File: src/rtl/occ_mon_pkg.sv
package occ_mon_pkg;

    localparam int VAL_W     = 31;
    localparam int N_CAPT    = 6;
    localparam logic [7:0] TYPE_CODE = 8'h43;

    localparam int A_CTL  = 0;
    localparam int A_FLT  = 1;
    localparam int A_VAL  = 2;
    localparam int A_CAPT = 3;
    localparam int A_TRIG = 4;

    typedef struct packed {
        logic       en;
        logic [2:0] capt_sel;
        logic       capt_rst;
        logic       status;
        logic       irq_en;
        logic       frz;
        logic       capt_ovf;
        logic       cap_as_ovf;
        logic       match_grp;
        logic       match_part;
        logic [2:0] link_sel;
    } ctl_t;

    function automatic logic [31:0] ctl_pack(ctl_t c);
        logic [31:0] w;
        w        = '0;
        w[31]    = c.en;
        w[30:28] = c.capt_sel;
        w[27]    = c.capt_rst;
        w[26]    = c.status;
        w[25]    = c.irq_en;
        w[24]    = c.frz;
        w[23]    = c.capt_ovf;
        w[18]    = c.cap_as_ovf;
        w[17]    = c.match_grp;
        w[16]    = c.match_part;
        w[10:8]  = c.link_sel;
        w[7:0]   = TYPE_CODE;
        return w;
    endfunction

    function automatic ctl_t ctl_unpack(logic [31:0] w);
        ctl_t c;
        c.en         = w[31];
        c.capt_sel   = w[30:28];
        c.capt_rst   = w[27];
        c.status     = w[26];
        c.irq_en     = w[25];
        c.frz        = w[24];
        c.capt_ovf   = w[23];
        c.cap_as_ovf = w[18];
        c.match_grp  = w[17];
        c.match_part = w[16];
        c.link_sel   = w[10:8];
        return c;
    endfunction

endpackage

File: src/rtl/occ_filter.sv
module occ_filter #(
    parameter int PART_W = 16,
    parameter int GRP_W  = 8
) (
    input  logic              match_part,
    input  logic              match_grp,
    input  logic [PART_W-1:0] ev_part,
    input  logic [GRP_W-1:0]  ev_grp,
    input  logic [PART_W-1:0] flt_part,
    input  logic [GRP_W-1:0]  flt_grp,
    output logic              hit
);
    logic part_ok;
    logic grp_ok;

    assign part_ok = !match_part || (ev_part == flt_part);
    assign grp_ok  = !match_grp  || (ev_grp  == flt_grp);
    assign hit     = part_ok && grp_ok;
endmodule

File: src/rtl/occ_capt_sel.sv
module occ_capt_sel #(
    parameter int N_SRC = 6
) (
    input  logic [2:0]       sel,
    input  logic [N_SRC-1:0] ext_capt,
    input  logic             sw_trig,
    output logic             hit
);
    localparam logic [2:0] SW_CODE = 3'd7;

    logic [N_SRC-1:0] ext_hit;

    for (genvar i = 0; i < N_SRC; i++) begin : g_src
        assign ext_hit[i] = ext_capt[i] && (sel == 3'(i + 1));
    end

    assign hit = (|ext_hit) || (sw_trig && (sel == SW_CODE));
endmodule

File: src/rtl/occ_link_dec.sv
module occ_link_dec #(
    parameter int N_LINK = 6
) (
    input  logic [2:0]        code,
    input  logic              fire,
    output logic [N_LINK-1:0] link
);
    for (genvar i = 0; i < N_LINK; i++) begin : g_link
        assign link[i] = fire && (code == 3'(i + 1));
    end
endmodule

File: src/rtl/occupancy_monitor.sv
module occupancy_monitor
    import occ_mon_pkg::*;
#(
    parameter int ADDR_W = 3,
    parameter int PART_W = 16,
    parameter int GRP_W  = 8,
    parameter int LINE_W = 12
) (
    input  logic              clk,
    input  logic              rst_n,
    input  logic              bus_wr,
    input  logic [ADDR_W-1:0] bus_addr,
    input  logic [31:0]       bus_wdata,
    output logic [31:0]       bus_rdata,
    input  logic              ev_valid,
    input  logic              ev_alloc,
    input  logic [PART_W-1:0] ev_part,
    input  logic [GRP_W-1:0]  ev_grp,
    input  logic [LINE_W-1:0] ev_lines,
    input  logic [N_CAPT-1:0] ext_capt,
    output logic [N_CAPT-1:0] link_evt,
    output logic              ovf_irq
);
    localparam int SUM_W = VAL_W + 1;
    localparam int GRP_LSB = 16;

    typedef struct packed {
        ctl_t              ctl;
        logic [PART_W-1:0] flt_part;
        logic [GRP_W-1:0]  flt_grp;
        logic [VAL_W-1:0]  value;
        logic              nrdy;
        logic [VAL_W-1:0]  capt_val;
        logic              capt_nrdy;
        logic              frozen;
        logic [N_CAPT-1:0] link;
    } state_t;

    state_t st_d, st_q;

    logic wr_ctl, wr_flt, wr_val, sw_trig;
    logic flt_hit, capt_hit;
    logic hw_ovf, ovf_path, do_capt;
    logic [N_CAPT-1:0] link_nx;
    logic [SUM_W-1:0]  sum;
    logic [VAL_W-1:0]  lines_ext;
    logic [VAL_W-1:0]  val_mid;
    logic              nrdy_mid;

    assign wr_ctl  = bus_wr && (bus_addr == ADDR_W'(A_CTL));
    assign wr_flt  = bus_wr && (bus_addr == ADDR_W'(A_FLT));
    assign wr_val  = bus_wr && (bus_addr == ADDR_W'(A_VAL));
    assign sw_trig = bus_wr && (bus_addr == ADDR_W'(A_TRIG));

    occ_filter #(.PART_W(PART_W), .GRP_W(GRP_W)) u_filter (
        .match_part (st_q.ctl.match_part),
        .match_grp  (st_q.ctl.match_grp),
        .ev_part    (ev_part),
        .ev_grp     (ev_grp),
        .flt_part   (st_q.flt_part),
        .flt_grp    (st_q.flt_grp),
        .hit        (flt_hit)
    );

    occ_capt_sel #(.N_SRC(N_CAPT)) u_capt_sel (
        .sel      (st_q.ctl.capt_sel),
        .ext_capt (ext_capt),
        .sw_trig  (sw_trig),
        .hit      (capt_hit)
    );

    occ_link_dec #(.N_LINK(N_CAPT)) u_link_dec (
        .code (st_q.ctl.link_sel),
        .fire (hw_ovf),
        .link (link_nx)
    );

    assign lines_ext = VAL_W'(ev_lines);

    // Usage update: counting, wrap or freeze on overflow.
    always_comb begin
        val_mid  = st_q.value;
        nrdy_mid = st_q.nrdy;
        hw_ovf   = 1'b0;
        sum      = '0;
        if (st_q.ctl.en && ev_valid && flt_hit && !st_q.frozen && !wr_val) begin
            nrdy_mid = 1'b0;
            if (ev_alloc) begin
                sum    = {1'b0, st_q.value} + SUM_W'(ev_lines);
                hw_ovf = sum[VAL_W];
                if (!(hw_ovf && st_q.ctl.frz)) begin
                    val_mid = sum[VAL_W-1:0];
                end
            end else if (st_q.value > lines_ext) begin
                val_mid = st_q.value - lines_ext;
            end else begin
                val_mid = '0;
            end
        end
    end

    assign ovf_path = hw_ovf || (capt_hit && st_q.ctl.cap_as_ovf);
    assign do_capt  = (capt_hit && !st_q.ctl.cap_as_ovf) || (ovf_path && st_q.ctl.capt_ovf);

    // Next-state: capture, then software writes, then overflow status.
    always_comb begin
        st_d       = st_q;
        st_d.value = val_mid;
        st_d.nrdy  = nrdy_mid;
        st_d.link  = link_nx;
        if (do_capt) begin
            st_d.capt_val  = val_mid;
            st_d.capt_nrdy = nrdy_mid;
            if (st_q.ctl.capt_rst) begin
                st_d.value = '0;
            end
        end
        if (ovf_path && st_q.ctl.frz) begin
            st_d.frozen = 1'b1;
        end
        if (wr_ctl) begin
            st_d.ctl = ctl_unpack(bus_wdata);
        end
        if (wr_flt) begin
            st_d.flt_part = bus_wdata[PART_W-1:0];
            st_d.flt_grp  = bus_wdata[GRP_LSB +: GRP_W];
        end
        if (wr_val) begin
            st_d.value  = bus_wdata[VAL_W-1:0];
            st_d.nrdy   = 1'b1;
            st_d.frozen = 1'b0;
            if (st_q.ctl.status) begin
                st_d.ctl.status = 1'b0;
            end
        end
        if (ovf_path) begin
            st_d.ctl.status = 1'b1;
        end
    end

    always_ff @(posedge clk or negedge rst_n) begin
        if (!rst_n) begin
            st_q <= '0;
        end else begin
            st_q <= st_d;
        end
    end

    always_comb begin
        bus_rdata = '0;
        if (bus_addr == ADDR_W'(A_CTL)) begin
            bus_rdata = ctl_pack(st_q.ctl);
        end else if (bus_addr == ADDR_W'(A_FLT)) begin
            bus_rdata = (32'(st_q.flt_grp) << GRP_LSB) | 32'(st_q.flt_part);
        end else if (bus_addr == ADDR_W'(A_VAL)) begin
            bus_rdata = {st_q.nrdy, st_q.value};
        end else if (bus_addr == ADDR_W'(A_CAPT)) begin
            bus_rdata = {st_q.capt_nrdy, st_q.capt_val};
        end
    end

    assign link_evt = st_q.link;
    assign ovf_irq  = st_q.ctl.status && st_q.ctl.irq_en;
endmodule

File: config.mk
export PLATFORM = sky130hd
export DESIGN_NAME = occupancy_monitor
export DESIGN_NICKNAME = d
export VERILOG_FILES = /design/src/rtl/occ_mon_pkg.sv /design/src/rtl/occ_filter.sv /design/src/rtl/occ_capt_sel.sv /design/src/rtl/occ_link_dec.sv /design/src/rtl/occupancy_monitor.sv
export SDC_FILE = /design/constraint.sdc
export NUM_CORES = 1
export LEC_CHECK = 0
export BUFFER_PORTS_ARGS = -buffer_cell sky130_fd_sc_hd__buf_2
export CELL_PAD_IN_SITES_DETAIL_PLACEMENT = 1
export CELL_PAD_IN_SITES_GLOBAL_PLACEMENT = 2
export CORE_AREA = 2 2 135 164
export CTS_BUF_LIST = sky130_fd_sc_hd__clkbuf_4
export DETAILED_ROUTE_END_ITERATION = 10
export DIE_AREA = 0 0 137 166
export PLACE_DENSITY = 0.84
export SYNTH_ARGS = -nofsm -noshare
export SYNTH_HDL_FRONTEND = slang
export SYNTH_SLANG_ARGS = --single-unit
File: constraint.sdc
create_clock -name clk -period 7.28 [get_ports clk]
set_input_delay 1.82 -clock clk [delete_from_list [all_inputs] [get_ports clk]]
set_output_delay 1.82 -clock clk [all_outputs]
set_load 0.005 [all_outputs]
# [Yosys cells after proc, flatten, opt, wreduce, memory -nomap -nowiden]
# Cells that the tools add are included.
[word_totals] regBits=110 in_bits=82 out_inout_bits=39 elab_cells=103
[op_classes] add_sub_neg=2 n_lt_le_gt_ge=1 n_eq_ne=19 muxes=20 n_bitwise=1 n_reduce_logical=41
[ops] op="$mux 31" n=6
[ops] op="$mux 32" n=5
[ops] op="$add 31x12->32" n=1
[ops] op="$gt 31x12->1" n=1
[ops] op="$sub 31x12->31" n=1
[ops] op="$logic_and 1x1->1" n=28
[ops] op="$eq 3x3->1 const B" n=8
[ops] op="$or 24x16->24" n=1
[ops] op="$eq 3x2->1 const B" n=6
[ops] op="$eq 16x16->1" n=1
[ops] op="$mux 10" n=1
[ops] op="$eq 3x1->1 const B" n=3
[ops] op="$eq 8x8->1" n=1
[ops] op="$mux 1" n=8
[ops] op="$reduce_or 6->1" n=1
[ops] op="$logic_not 1->1" n=5
[ops] op="$logic_or 1x1->1" n=5
[ops] op="$logic_not 3->1" n=1
[ops] op="$reduce_bool 2->1" n=1

# [Depth between registers and ports, before layout]
# Gate-level depths: netlist of the first run.
[logic_depth] ltp_word=12 depth_mapped=13 ltp_nobuf=11

# [Modules after synthesis]
# A second synthesis of the first run with hierarchy kept.
[hier_totals] cells_unflattened=921 hier_area_um2=8359.3
[by_module_without_submodules] module="occupancy_monitor" instances=1 cells_each=877 area_each_um2=7955.1 seq_area_each_um2=2752.6
[by_module_without_submodules] module="occ_filter" instances=1 cells_each=33 area_each_um2=270.3 seq_area_each_um2=0.0
[by_module_without_submodules] module="occ_link_dec" instances=1 cells_each=6 area_each_um2=70.1 seq_area_each_um2=0.0
[by_module_without_submodules] module="occ_capt_sel" instances=1 cells_each=5 area_each_um2=63.8 seq_area_each_um2=0.0

# [Worst setup path after synthesis of the first run]
# Ideal clock, no wire load.
[synth_timing] path_kind="input port to output port" from="input bus_addr[1]" to="output bus_rdata[24]" arrival_time_ns=3.465 required_time_ns=5.460 slack_ns=1.995 path_stages=7 n_path_buf=3 path_cell_list="clkbuf_1 -> buf_1 -> clkbuf_1 -> mux2i_1 -> nor2_1 -> a21oi_1 -> nor2_1"
[synth_between] elab_chain_len=5 elab_cells_between_ends=8 cone_classes="3 x eq/ne; 4 x mux; 1 x reduce/logical"
[synth_lines] item="start: declaration" line="occupancy_monitor.sv:12" source="input logic [ADDR_W-1:0] bus_addr,"
[synth_lines] item="$eq 3x2->1" line="occupancy_monitor.sv:157" source="end else if (bus_addr == ADDR_W'(A_CAPT)) begin"
[synth_lines] item="$mux 32" line="occupancy_monitor.sv:157"
[synth_lines] item="$mux 32" line="occupancy_monitor.sv:155" source="end else if (bus_addr == ADDR_W'(A_VAL)) begin"
[synth_lines] item="$mux 32" line="occupancy_monitor.sv:153" source="end else if (bus_addr == ADDR_W'(A_FLT)) begin"
[synth_lines] item="$mux 32 *" line="occupancy_monitor.sv:151" source="if (bus_addr == ADDR_W'(A_CTL)) begin"
[synth_lines] item="end: declaration" line="occupancy_monitor.sv:14" source="output logic [31:0] bus_rdata,"
# Mark *: on every way between the ends. The rest lies on a longest branch, timed or not.

# [Worst setup path in the final report of the first run]
[layout_timing] from="input bus_addr[0]" to="output bus_rdata[13]"
# The elaborated chain is that of the path after synthesis.

==> results of run 1 <==
[stage by stage]
| step | setup slack, ps | power [uW] | cells | instance area, um2 | utilization (%) |
|---|---|---|---|---|---|
| after floorplan | 1990 | 1970 | 919 | 8130 | - |
| after global placement | 1630 | 2420 | 1250 | 8860 | 41.7 |
| after detailed placement | 1550 | 2450 | 1250 | 8860 | 41.7 |
| after CTS | 1830 | 2750 | 1266 | 8980 | 42.3 |
| after global routing | 1720 | 2960 | 1267 | 8990 | 42.3 |
| final | 1820 | 2760 | 1267 | 8990 | 42.3 |
[critical path: stages]
cell     delay [ps]
buf_2           630
nor2b_1         340
buf_4           280
a22oi_1         330
nor2_1           70
buf_2           160
[routing by layer]
metal | routed length [um] | share of wire [%] | GRT usage, % | up-vias
li1 | - | - | - | 3524
met1 | 13200 | 46 | 38.1 | 3911
met2 | 13700 | 48 | 40.6 | 233
met3 | 1360 | 4.7 | 1.95 | 30
met4 | 488 | 1.7 | 6.05 | 0
met5 | 0 | 0 | 0 | -
[where the power goes]
group | total (uW) | leakage [uW] | internal (uW) | switching (uW)
registers | 1130 | 0.00129 | 811 | 320
clock network | 298 | 0.0000630 | 76.0 | 222
logic | 1330 | 0.00241 | 561 | 771
total | 2760 | 0.00377 | 1450 | 1310
[registers in the layout, summed over array words and instances, names as in the netlist]
signal and count:
st_q 104, link_evt 6
[cells by family after synthesis]
family / synth area share [%]
AO/OA/AOI/OAI: 21.1
XOR/XNOR: 2.80
adder cells (fa/ha/maj): 4.19
buffers and inverters: 5.77
flip-flops: 33.9
multiplexers: 13.5
AND/OR/NAND/NOR: 18.7
[final timing paths]
path	cells after the start	slack (ps)	endpoint
setup / recovery	6	1820	bus_rdata[13]
max in group asynchronous	2	4660	st_q[60]
setup reg to reg	10	2960	st_q[29]
hold / removal	2	520	st_q[7]
hold reg to reg	2	520	st_q[7]
min in group asynchronous	1	1290	st_q[79]
[cell usage in the layout (no fill, tap or decap), types with 7 or more instances in the layout]
cell type | Yosys | routed
dfrtp_1 | 110 | 110
and2_1 | 9 | 8
xnor2_1 | 26 | 26
a32oi_1 | 9 | 9
ha_1 | 24 | 24
o21ai_0 | 52 | 52
buf_2 | 3 | 119
nand4_1 | 16 | 16
a22oi_1 | 16 | 16
a211oi_1 | 13 | 13
mux2i_1 | 18 | 18
nor2_1 | 83 | 83
o211ai_1 | 7 | 7
and3_1 | 8 | 8
a22o_1 | 9 | 9
or3_1 | 8 | 8
nor3_1 | 26 | 25
buf_4 | 6 | 14
clkbuf_4 | 0 | 10
nand2_1 | 72 | 72
mux4_2 | 8 | 8
o221ai_1 | 12 | 12
a221o_1 | 11 | 11
nor4_1 | 7 | 7
nor2b_1 | 12 | 12
inv_1 | 36 | 36
mux2_2 | 64 | 64
nand2b_1 | 11 | 11
a21oi_1 | 59 | 59
nand3_1 | 20 | 20
[area by class of cell]
cell class                 count  area share (%)
inverter                      36            1.50
clock buffer                  10           0.835
clock inverter                 6           0.515
antenna                        1          0.0278
timing repair buffer         133            7.80
tap                          274            3.82
sequential                   110            30.6
multi-input combinational    697            54.9
==> reports/qor.txt, run 1 <==
status -> complete, no violations
Final #Nets -> 1095
Async S/R FF share, synth -> 100%
Worst R2R Start -> st_q[43]
Die H -> 166 um
Final ANT Viol Nets -> 0
Max-slew headroom -> 28.6%
Ports -> 121
synth unique cells -> 75
Synth Instances -> 919
area share of the leading cell type in the synthesized netlist -> 33.9%
hold slack -> 516 ps
Layout area overhead -> 10.6%
number of synthesized register bits -> 110
unrepaired setup endpoints after global routing -> no
detailed-router iteration count before antenna repair -> 5
DR vias -> 7698
TritonCTS clock tree -> yes
period utilisation layout -> 75.0%
Syn Nets -> 1027
I/O Buffers -> 120
Starting Density -> 38.2%
Core Region -> 21300 um2
total of max-cap violations -> 0
top_reg_cell synth -> dfrtp_1
wire per inst -> 22.7 um
Yosys warning count -> 0
share of cells above drive strength 1 -> 24.6%
vias in the first global route -> 7884
Post-synth EDFFs -> 0
first-pass GRT wire length -> 45600 um
gr usage total -> 25.7%
Hold Crit Class -> reg -> reg
Final Hold Fails -> 0
final critical-path required period -> 5460 ps
most frequent cells after synthesis -> dfrtp_1, nor2_1, nand2_1, mux2_2, a21oi_1
cts hold-fix bufs -> 0
P_leak -> 0.00377 uW
crit-path max FO -> 38
crit end category -> primary output
CTS max path bufs -> 2
Clock Pin Slew Worst Setup and Hold Paths -> 180 ps
final setup fails -> 0
critical path class -> in -> out
final setup TNS -> 0 ps
footprint of the multi-input gates -> 4930 um2
post-cts gate resize count -> 0
Post-CTS Setup Repair Bufs -> 0
largest net degree at the start of global routing -> 71
Mean Syn Cell Area -> 8.84 um2
PwrDens -> 307 nW/um2
fill cell count -> 2584
element type at the critical path start -> input pin
worst skew pair latency -> 480 ps
Vias/cell -> 6.08
Post-Syn Area -> 8130 um2
Slew @ Worst Pin -> 1060 ps
skew final -> 23.8 ps
post-synth top area cell -> dfrtp_1
GPL Wtd Cong -> 0.885
die area -> 22700 um2
DR iter-0 viols -> 625
required time of the critical path -> 5460 ps
maximum vdd ir drop -> 118 uV
CTS root buffer -> clkbuf_4
total CTS buffers -> 9
count leader, synth -> dfrtp_1
initial antenna violation count -> 1
Synth area leaders -> dfrtp_1, mux2_2, nor2_1, ha_1, a21oi_1
Crit. Startpoint -> bus_addr[0]
FF/Latch Area -> 2750 um2
final WL -> 28800 um
Die Width -> 137 um
DR DRC count -> 0
DP HPWL -> 21800 um
clk sinks -> 110
max frequency -> 0.183 GHz
# rows -> 59
worst hold start -> st_q[7]
CTS H-tree lvls -> 3
sequential-to-total area share from yosys stat -> 33.9%
Final Max Slew Viols -> 0
Worst Path Arrival -> 3640 ps
GR Overflow Total -> 0
Power figures use the tool's default switching activity.
==> run 2: changes to the inputs <==
ABC_AREA = 1   (was default)
CORE_AREA = 2 2 168 203   (was 2 2 135 164)
DIE_AREA = 0 0 170 205   (was 0 0 137 166)
PLACE_DENSITY = 0.75   (was 0.84)
clock period = 4.7 ns   (was 7.28 ns; I/O delays follow)
==> run 2 against run 1 <==
Core utilization is 11 points lower. Clock skew rose by 1.7 ps. Cell area grew 16%. Largest cell class unchanged. Highest routed layer unchanged.
==> reports/qor.txt, run 2 <==
detailed-router iteration count before antenna repair -> 4 (-1)
largest family of logic cells by synthesized area -> simple AND/OR/NAND/NOR gates
final std cells w/o fill -> 2020 (+59%)
total of max-cap violations -> 0 (unchanged)
element type at the critical path start -> input pin
GPL Wtd Cong -> 0.885 (about the same)
Syn Nets -> 1622 (+58%)
Post-Place Cells -> 2003 (+60%)
RR Endpoint -> st_q[68]
met1 GRT Util -> 29.7% (-8.3 points)
initial antenna violation count -> 1 (unchanged)
DR vias -> 9918 (+29%)
clk sinks -> 110 (unchanged)
die area -> 34900 um2 (+53%)
Final Hold Fails -> 0 (unchanged)
final critical-path required period -> 3870 ps
CTS max path bufs -> 2 (unchanged)
GR Overflow Total -> 0 (unchanged)
Post-Synth Adder-Cell Area -> 3.63% (-0.56 points)
crit-path max FO -> 8 (-79%)
Vias/cell -> 4.91 (-19%)
gr usage total -> 22.4% (-3.3 points)
Ports -> 121 (unchanged)
Synth area leaders -> dfrtp_1, nand2_1, inv_1, nand3_1, nor2_1
most frequent cells after synthesis -> nand2_1, inv_1, nor2_1, nand3_1, dfrtp_1
required time of the critical path -> 3520 ps (-1940 ps)
final worst-path setup slack -> 831 ps (-988 ps)
worst setup path endpoint -> bus_rdata[24]
Slew @ Worst Pin -> 972 ps (-92.8 ps)
Final ANT Viol Nets -> 0 (unchanged)
synth unique cells -> 45 (-40%)
final setup fails -> 0 (unchanged)
Final #Nets -> 1710 (+56%)
Crit. Startpoint -> bus_addr[0]
final setup TNS -> 0 ps (unchanged)
critical path class -> in -> out
post-synth top area cell -> dfrtp_1
vias in the first global route -> 10345 (+31%)
cts hold-fix bufs -> 0 (unchanged)
Die Width -> 170 um (+24%)
first-pass GRT wire length -> 59500 um (+31%)
Post-Syn Area -> 9390 um2 (+16%)
skew final -> 25.5 ps (+1.71 ps)
period utilisation layout -> 82.3%
area share of the leading cell type in the synthesized netlist -> 29.3% (-4.6 points)
worst hold start -> st_q[24]
wire per inst -> 18.8 um (-17%)
most common cell after layout, fill and taps aside -> nand2_1
crit end category -> primary output
met3 Resource Use GR -> 1.47% (-0.49 points)
Core Region -> 32900 um2 (+55%)
Largest Register -> st_q
max reg flops -> 104 (unchanged)
Worst Path Arrival -> 2690 ps (-950 ps)
Post-CTS Setup Repair Bufs -> 0 (unchanged)
Starting Density -> 28.5% (-9.7 points)
Yosys warning count -> 0 (unchanged)
pre-CTS setup slack -> 612 ps (-937 ps)
slowest cell on the critical path -> nor2_1
PwrDens -> 523 nW/um2 (+70%)
unrepaired setup endpoints after global routing -> no
Die H -> 205 um (+23%)
cell count of the worst reg-to-reg path -> 13 (+3)
top_reg_cell synth -> dfrtp_1
Power Total -> 5460 uW (+98%)
sequential-to-total area share from yosys stat -> 29.3% (-4.6 points)
final WL -> 38000 um (+32%)
DR DRC count -> 0 (unchanged)
TritonCTS clock tree -> yes
Synth Instances -> 1514 (+65%)
DP HPWL -> 31100 um (+43%)
status -> complete, no violations
Worst R2R Start -> st_q[51]
Layout area overhead -> 11.3%
Hold Crit Class -> reg -> reg
CTS H-tree lvls -> 3 (unchanged)
simple-gate share of the synthesized area -> 40.7% (+22 points)
Async S/R FF share, synth -> 100% (unchanged)
post-cts gate resize count -> 0 (unchanged)
Synth Area in Compound Gates -> 10.2% (-11 points)
largest net degree at the start of global routing -> 69 (-2.8%)
max frequency -> 0.258 GHz
# rows -> 73 (+24%)
worst-path cell chain -> buf_2 -> nor2_1 -> inv_1 -> nor2_1 -> inv_1 -> o22ai_1 -> buf_2
share of cells above drive strength 1 -> 13.2% (-11 points)
I/O Buffers -> 120 (unchanged)
Clock Pin Slew Worst Setup and Hold Paths -> 170 ps (about the same)
commonest non-fill, non-tap cells in the layout -> nand2_1, inv_1, nor2_1
total CTS buffers -> 9 (unchanged)
met2 Usage GRT -> 38.1% (-2.5 points)
maximum vdd ir drop -> 171 uV (+45%)
fill cell count -> 4368 (+69%)
P_leak -> 0.00574 uW (+53%)
DR iter-0 viols -> 567 (-9.3%)
Mean Syn Cell Area -> 6.20 um2 (-30%)
post-synthesis mux area share -> 1.32% (-12 points)
XOR/XNOR Fraction of Synth Area -> 2.71% (-0.097 points)
Largest stage delay, worst path -> 480 ps (-150 ps)
R2R Setup Slk -> 1340 ps (-1620 ps)
count leader, synth -> nand2_1
Final Max Slew Viols -> 0 (unchanged)
Max-slew headroom -> 35.1% (+6.5 points)
CTS root buffer -> clkbuf_4
busiest metal layer after global routing -> met2
worst skew pair latency -> 510 ps (+30 ps)
number of synthesized register bits -> 110 (unchanged)
Post-synth EDFFs -> 0 (unchanged)
[run 2: cell types whose count changed after synthesis, sizes merged, moves of 18 or more]
| cell | delta |
|---|---|
| xnor2 | -18 |
| mux2 | -54 |
| nand3 | +112 |
| mux2i | -18 |
| xor2 | +21 |
| nand2 | +486 |
| clkbuf | -34 |
| buf | +20 |
| nor2 | +93 |
| inv | +166 |
[run 2: area by class of cell]
type	instances	area (um2)	area share, %
repair buffers	139	771	7.38
multi-input cells	1139	5500	52.7
flip-flops and latches	110	2750	26.4
diodes	1	2.50	0.0240
clock inverters	7	72.6	0.695
well taps	412	515	4.94
inverters	203	762	7.30
clock buffers	9	67.6	0.647
[run 2: how the worst min path moves through the flow]
stage | end | depth (start not counted)
after floorplan | st_q[32] | 2
after global placement | st_q[22] | 2
after detailed placement | st_q[24] | 2
after CTS | st_q[24] | 2
after global routing | st_q[22] | 2
final | st_q[24] | 2
[run 2: routing by layer]
| metal | share of wire [%] | vias up | wire (um) |
|---|---|---|---|
| li1 | - | 4939 | - |
| met1 | 47 | 4724 | 17900 |
| met2 | 47 | 198 | 17900 |
| met3 | 2.5 | 57 | 960 |
| met4 | 3.4 | 0 | 1310 |
| met5 | 0 | - | 0 |
[run 2: critical path: cells and delay by family]
kind,cells,cell delay [ps]
buffers and inverters,4,650
AOI/OAI and AO/OA,1,290
and+or+nand+nor,2,570
[run 2: logic make-up after synthesis]
family,after synthesis
buffers and inverters,265
DFF,110
AOI/OAI and AO/OA,154
adders and majority gates,26
and+or+nand+nor,919
muxes,11
xor gates and xnor gates,29
[run 2: power breakdown]
part / switching (uW) / internal, uW
Sequential: 436 / 1260
Clock: 346 / 165
Combinational: 2220 / 1040
Total: 3000 / 2460
[run 2: through the flow]
stage                     cell area [um2]  hold slack, ps  util (%)
after CTS                           10400             509      31.8
final                               10400             506      31.8
after detailed placement            10300             469      31.3
after floorplan                      9390             449         -
after global placement              10300             465      31.3
after global routing                10400             532      31.8
==> run 3: changes to the inputs <==
clock period = 3.5 ns   (was 4.7 ns; I/O delays follow)
==> run 3 against run 2 <==
Core utilization grew 0.80 points. Routed wire length up 1.4%. Clock skew fell by 4.6 ps. Critical path depth unchanged. Highest routed layer unchanged. Global-route usage grew 0.53 points. Largest power group unchanged. Critical path type unchanged.
==> reports/qor.txt, run 3 (synthesis gave the netlist of run 2 again) <==
# rows -> 73 (unchanged)
FF/Latch Area -> 2750 um2 (unchanged)
initial antenna violation count -> 1 (unchanged)
Hold Crit Class -> in -> async
max reg flops -> 104 (unchanged)
Die Width -> 170 um (unchanged)
total CTS buffers -> 9 (unchanged)
element type at the critical path start -> input pin
required time of the critical path -> 2620 ps (-900 ps)
CTS H-tree lvls -> 3 (unchanged)
final setup fails -> 0 (unchanged)
combinational share of power -> 62.4% (+2.7 points)
first-pass GRT wire length -> 61100 um (+2.7%)
I/O Buffers -> 120 (unchanged)
dpl cell area -> 10600 um2 (+3.0%)
DR DRC count -> 0 (unchanged)
crit-path max FO -> 17 (+9)
CTS root buffer -> clkbuf_4
wire per inst -> 18.8 um (-0.21%)
vias in the first global route -> 10679 (+3.2%)
Final Max Slew Viols -> 0 (unchanged)
cts hold-fix bufs -> 0 (unchanged)
post-cts gate resize count -> 0 (unchanged)
Final #Nets -> 1744 (+2.0%)
Max-slew headroom -> 65.2% (+30 points)
clk sinks -> 110 (unchanged)
PwrDens -> 697 nW/um2 (+33%)
cell internal pwr -> 3420 uW (+39%)
Die H -> 205 um (unchanged)
crit end category -> primary output
critical path class -> in -> out
P_leak -> 0.00591 uW (+2.8%)
skew final -> 20.9 ps (-4.57 ps)
worst skew pair latency -> 500 ps (about the same)
Final Hold Fails -> 0 (unchanged)
Layout area overhead -> 14.1%
DP HPWL -> 31600 um (+1.7%)
Reg power frac -> 29.9% (-1.1 points)
hold slack -> 254 ps (-252 ps)
Ports -> 121 (unchanged)
GPL Wtd Cong -> 0.887 (+0.19%)
Final Util -> 32.6% (+0.80 points)
Largest Register -> st_q
maximum vdd ir drop -> 291 uV (+70%)
gr usage total -> 22.9% (+0.53 points)
DR vias -> 10103 (+1.9%)
clock network fraction of design power -> 7.7% (-1.7 points)
most common cell after layout, fill and taps aside -> nand2_1
GR Overflow Total -> 0 (unchanged)
sw frac -> 54.2% (-0.77 points)
total of max-cap violations -> 0 (unchanged)
TritonCTS clock tree -> yes
Vias/cell -> 4.92 (+0.28%)
footprint of the multi-input gates -> 5500 um2 (unchanged)
Final Cell Area -> 10700 um2 (+2.5%)
final critical-path required period -> 3270 ps
Starting Density -> 28.5% (unchanged)
Slew @ Worst Pin -> 521 ps (-450 ps)
largest net degree at the start of global routing -> 88 (+28%)
R2R Setup Slk -> 530 ps (-810 ps)
share of cells above drive strength 1 -> 14.9% (+1.8 points)
CTS max path bufs -> 2 (unchanged)
Power Total -> 7460 uW (+37%)
Post-CTS Setup Repair Bufs -> 0 (unchanged)
final setup TNS -> 0 ps (unchanged)
status -> complete, no violations
Final ANT Viol Nets -> 0 (unchanged)
switching power total -> 4050 uW (+35%)
fill cell count -> 4378 (+0.23%)
period utilisation layout -> 93.4%
unrepaired setup endpoints after global routing -> no
commonest non-fill, non-tap cells in the layout -> nand2_1, inv_1, nor2_1
Worst Path Arrival -> 2390 ps (-300 ps)
final WL -> 38600 um (+1.4%)
die area -> 34900 um2 (unchanged)
DR iter-0 viols -> 581 (+2.5%)
max frequency -> 0.306 GHz
Clock Pin Slew Worst Setup and Hold Paths -> 170 ps (about the same)
Core Region -> 32900 um2 (unchanged)
detailed-router iteration count before antenna repair -> 5 (+1)
==> run 3: cell types whose count changed in the layout (fill, tap and decap cells not counted) <==
cell,previous run,this run
clkinv_2,0,2
clkinv_4,2,0
buf_4,18,48
bufinv_16,1,0
buf_12,2,6
clkinvlp_4,0,2
clkinv_1,3,2
inv_6,2,0
==> run 3: path summary, 6_finish.rpt <==
path                              from             to  cells after the start
max                        bus_addr[2]  bus_rdata[17]                      7
min                              rst_n       st_q[43]                      1
max reg2reg                   st_q[47]       st_q[23]                     14
min reg2reg                   st_q[33]       st_q[33]                      2
max in group asynchronous        rst_n       st_q[73]                      2
min in group clk              st_q[33]       st_q[33]                      2
==> run 3: through the flow <==
stage               worst slack (ps)  cells
global route                     127   2052
floorplan                        664   1514
detailed placement              4.98   2037
finish                           231   2052
global placement                58.6   2037
CTS                              216   2051
==> run 3: final cells by class <==
class,count,area share [%]
Multi-Input combinational cell,1139,51.4
Sequential cell,110,25.7
Timing Repair Buffer,173,10.1
Inverter,203,7.12
Tap cell,412,4.81
Clock buffer,9,0.631
Clock inverter,5,0.269
Antenna cell,1,0.0234
==> run 3: worst max-delay path: stages <==
cell,delay [ps]
buf_2,130
nor3_2,330
clkinv_1,170
buf_4,240
o22ai_1,310
a221o_1,200
buf_2,120
==> run 3: per-layer routing <==
metal  vias up  GRT usage (%)  part of all wire [%]
met2       186           38.8                    48
met5         -              0                     0
met1      4877           30.6                    46
li1       4991              -                     -
met4         0           8.33                   3.4
met3        49           1.80                   2.9
==> run 3: power by group through the flow <==
stage / combinational, uW / clock, uW / sequential, uW
final: 4660 / 575 / 2230
after global routing: 5270 / 632 / 2300
after CTS: 4680 / 599 / 2220
after detailed placement: 4650 / 0 / 2250
after global placement: 4590 / 0 / 2240
after floorplan: 3210 / 0 / 1980
